**config.mk**
```make
export PLATFORM = sky130hd
export DESIGN_NAME = pia_bank_shadow
export DESIGN_NICKNAME = d
export VERILOG_FILES = /design/src/rtl/pia_bank_shadow.sv
export SDC_FILE = /design/constraint.sdc
export NUM_CORES = 1
export LEC_CHECK = 0
export ABC_AREA = 1
export BUFFER_PORTS_ARGS = -buffer_cell sky130_fd_sc_hd__buf_4
export CELL_PAD_IN_SITES_DETAIL_PLACEMENT = 1
export CELL_PAD_IN_SITES_GLOBAL_PLACEMENT = 2
export CORE_MARGIN = 2
export CORE_UTILIZATION = 19
export DETAILED_ROUTE_END_ITERATION = 6
export PLACE_DENSITY_LB_ADDON = 0.25
export SLEW_MARGIN = 30
export SYNTH_ARGS = -nofsm -noshare
export SYNTH_HDL_FRONTEND = slang
export SYNTH_SLANG_ARGS = --single-unit
```
**constraint.sdc**
```tcl
create_clock -name clk -period 1.05 [get_ports clk]
set_clock_uncertainty 0.2 [all_clocks]
set_input_delay 0 -clock clk [delete_from_list [all_inputs] [get_ports clk]]
set_output_delay 0 -clock clk [all_outputs]
set_load 0.1 [all_outputs]
```
**src/rtl/pia_bank_shadow.sv**
```systemverilog
module pia_bank_shadow #(
  parameter int          ADDR_W    = 16,
  parameter int          DATA_W    = 8,
  parameter int          WIN_BITS  = 14,
  parameter int          BANK_W    = 5,
  parameter logic [15:0] DATA_ADDR = 16'hD301,
  parameter logic [15:0] CTRL_ADDR = 16'hD303,
  parameter int          SEL_BIT   = 2,
  parameter int          EN_PIN    = 4,
  parameter logic [1:0]  WIN_TAG   = 2'b01
) (
  input  logic                         clk,
  input  logic                         rst_n,
  input  logic                         bus_valid,
  input  logic                         bus_we,
  input  logic [ADDR_W-1:0]            bus_addr,
  input  logic [DATA_W-1:0]            bus_data,
  input  logic                         xram_enable,
  output logic                         int_mem_disable,
  output logic                         xram_cs,
  output logic [BANK_W+WIN_BITS-1:0]   xram_addr
);
  localparam int TAG_W = ADDR_W - WIN_BITS;

  logic              sel_q;
  logic [DATA_W-1:0] dir_q;
  logic [DATA_W-1:0] data_q;
  logic [DATA_W-1:0] pins;
  logic [BANK_W-1:0] bank;
  logic              wr, wr_data, wr_ctrl, win_on, in_win;

  assign wr      = bus_valid && bus_we;
  assign wr_data = wr && (bus_addr == DATA_ADDR[ADDR_W-1:0]);
  assign wr_ctrl = wr && (bus_addr == CTRL_ADDR[ADDR_W-1:0]);

  always_ff @(posedge clk) begin
    if (!rst_n) begin
      sel_q  <= 1'b0;
      dir_q  <= '0;
      data_q <= '0;
    end else begin
      if (wr_ctrl) sel_q <= bus_data[SEL_BIT];
      if (wr_data && sel_q)  data_q <= bus_data;
      if (wr_data && !sel_q) dir_q  <= bus_data;
    end
  end

  assign pins   = ~dir_q | data_q;
  assign bank   = {pins[7], pins[6], pins[5], pins[3], pins[2]};
  assign win_on = xram_enable && !pins[EN_PIN];
  assign in_win = bus_addr[ADDR_W-1:WIN_BITS] == WIN_TAG[TAG_W-1:0];

  assign xram_cs         = bus_valid && win_on && in_win;
  assign int_mem_disable = xram_cs;
  assign xram_addr       = {bank, bus_addr[WIN_BITS-1:0]};
endmodule

```
==> results.yml <==
timing:
  tightest_slew_ps: 281
  period_needed_ps: 1230
  fin_ws_ps: -182
  whs_ps: -36.1
  timing.slew.headroom: 0.814
  hold_viol: 1
  max_freq_mhz: 812
  setup_viol: 17
  drv_slew: 0
  rsz0062_at_grt: "yes"
  fin_crit_sh: 1.17
pwr:
  internal-power_w: 0.000906
  p_switching_w: 0.000501
  leakage_nw: 0.749
  p_comb_frac: 0.325
  clock_power_share: 0.326
  seq_power_share: 0.348
  swShare: 0.356
  p_per_area_nw_per_um2: 862
  p_total_w: 0.00141
  peakVddDrop_v: 0.000305
floorplanning:
  fp.dieH_um: 74.9
  start_util: 0.199
  io-pin-count: 50
  core_area_um2: 4790
  die_x_um: 74.9
  die-area_um2: 5610
  num_rows: 25
setup_path:
  worstPathRequired_ps: 850
  cp_slowest_cell: "dfxtp_2"
  cp.arrival_ps: 1030
  cp_cell_sequence: "nor3b_4 > buf_6"
  startpoint_type: "flip-flop"
  crit_fanout: 2
  slowest_delay_ps: 330
  criticalPathCategory: "flip-flop to primary output"
  end_kind: "primary output"
cells_and_area:
  final-instance-count-excl-fill: 269
  final.fill_count: 599
  diodes: 0
  fin_area_um2: 1630
  drive_above_1_share: 0.545
  final_nets: 232
  layout_common_cells: "50 x buf_4, 24 x nand2_1, 24 x nor2_1, 16 x nand4_1, 15 x inv_1"
  area_growth_pct: 71.0
  final_common_cell: "buf_4"
clock_tree:
  clock-root-buffer: "clkbuf_8"
  clk_latency_ps: 240
  cts_made_buffers: 3
  htreeDepth: 1
  clk_pin_slew_ps: 60
  clk_path_buf_depth: 2
  cts_tree: "built"
  clock-sinks: 13
worst_hold_path:
  hold_class: "primary input to flip-flop"
drt:
  via_per_inst: 3.96
  drc: 0
  drtIter0Drc: 11
  num_vias: 1065
  wl_per_cell_um: 10.8
  first_pass_iters: 5
  drt_wl_total_um: 2910
  ant_nets: 0
global_route:
  grt_max_degree: 14
  grt_usage: 0.106
  antenna_found_initial: 0
  grt_overflow: 0
  grt_pass1_wl_um: 4560
  grt_pass1_vias: 1070
logic_synthesis:
  syn-num-nets: 176
  synthCells: 147
  synth_top_area_share: 0.273
  yosys-top-cells-area: "dfxtp_1 27%, buf_4 13%, nand2_1 12%"
  ys_seq_area_frac: 0.273
  yosysTopAreaCell: "dfxtp_1"
  yosysUniqueCellTypes: 15
  syn-cell-area_um2: 955
  avgSynthCellArea_um2: 6.49
  yosysWarningCount: 0
  synth_seq_cells: 13
flow_run:
  max_cap_viol_count: 0
place:
  placed_area_um2: 1330
  port_buffers: 47
  dp_cells: 250
  dp_hpwl_um: 2180
  place.gp.congestion: 0.703
  dp_slack_ps: -225
run_status:
  violations: "negative hold slack, negative setup slack"
  status: "finished with violations"
metal layers:
metal  wire length (um)  track usage  part of all wire
met2               1670        0.206              0.58
met5                  0            0                 0
met3                 90       0.0120             0.031
met1               1120        0.114              0.38
met4                 27       0.0456            0.0093
cell usage after synthesis:
| library cell | count |
|---|---|
| nand2_1 | 31 |
| nor2_1 | 30 |
| inv_1 | 20 |
| buf_4 | 16 |
| nand4_1 | 16 |
| dfxtp_1 | 13 |
| nor2_4 | 6 |
| inv_2 | 5 |
| nor2_2 | 3 |
| buf_6 | 2 |
| buf_2 | 1 |
| inv_4 | 1 |
| nand2_2 | 1 |
| nand3_4 | 1 |
| nor3b_1 | 1 |
through the flow:
stage,TNS (ps),hold slack (ps),utilization
final,-1040,-36.1,0.341
after CTS,-755,26.9,0.324
after global routing,-2040,-13.0,0.341
after floorplan,-983,-78.7,-
after global placement,-2510,121,0.278
after detailed placement,-2660,120,0.278
worst paths after layout:
kind,start,endpoint,slack (ps),cells after the start
worst max-delay path,data_q[4]$_SDFFE_PN0P_,int_mem_disable,-180,2
worst min-delay path,bus_addr[0],sel_q$_SDFFE_PN0P_,-40,5
worst max register to register,sel_q$_SDFFE_PN0P_,dir_q[5]$_SDFFE_PN0P_,-120,4
worst min register to register,data_q[3]$_SDFFE_PN0P_,data_q[3]$_SDFFE_PN0P_,270,2
cell families (layout without fill, tap and decap cells):
logic type             Yosys count  in the layout  share of synthesized area
AND/OR/NAND/NOR                 89             90                      0.468
buffers and inverters           45             99                      0.260
flip-flops                      13             13                      0.273
timing repair:
item / 4_1_cts / 5_1_grt
hold endpoints to repair: 13 / 2
resized for setup: 30 / 15
setup endpoints to repair: 20 / 20
hold buffers: 9 / 3
buffers inserted: 0 / 5
pin swaps: 11 / 10
cloned: 0 / 1
critical path, delay by kind of cell (launching register included):
family	cells	cell delay, ps
buffers and inverters	1	250
flip-flops	1	330
AND/OR/NAND/NOR	1	210
layout make-up:
cell class              instances  area (um2)  area share
well taps                      67        83.8      0.0513
clock buffers                   4        45.0      0.0276
flip-flops and latches         13         275       0.169
multi-input cells              90         502       0.307
repair buffers                 69         622       0.381
inverters                      26         105      0.0644
sequential cells by signal, summed over array words and instances, names as in the netlist:
signal / cells
sel_q: 1
dir_q: 6
data_q: 6
power groups by stage:
| stage | combinational, W | sequential [W] | clock [W] |
|---|---|---|---|
| after floorplan | 0.000317 | 0.000504 | 0 |
| after global placement | 0.000429 | 0.000504 | 0 |
| after detailed placement | 0.000435 | 0.000504 | 0 |
| after CTS | 0.000461 | 0.000490 | 0.000477 |
| after global routing | 0.000483 | 0.000490 | 0.000500 |
| final | 0.000457 | 0.000490 | 0.000459 |
No activity file was read; power rests on OpenSTA's default activity.
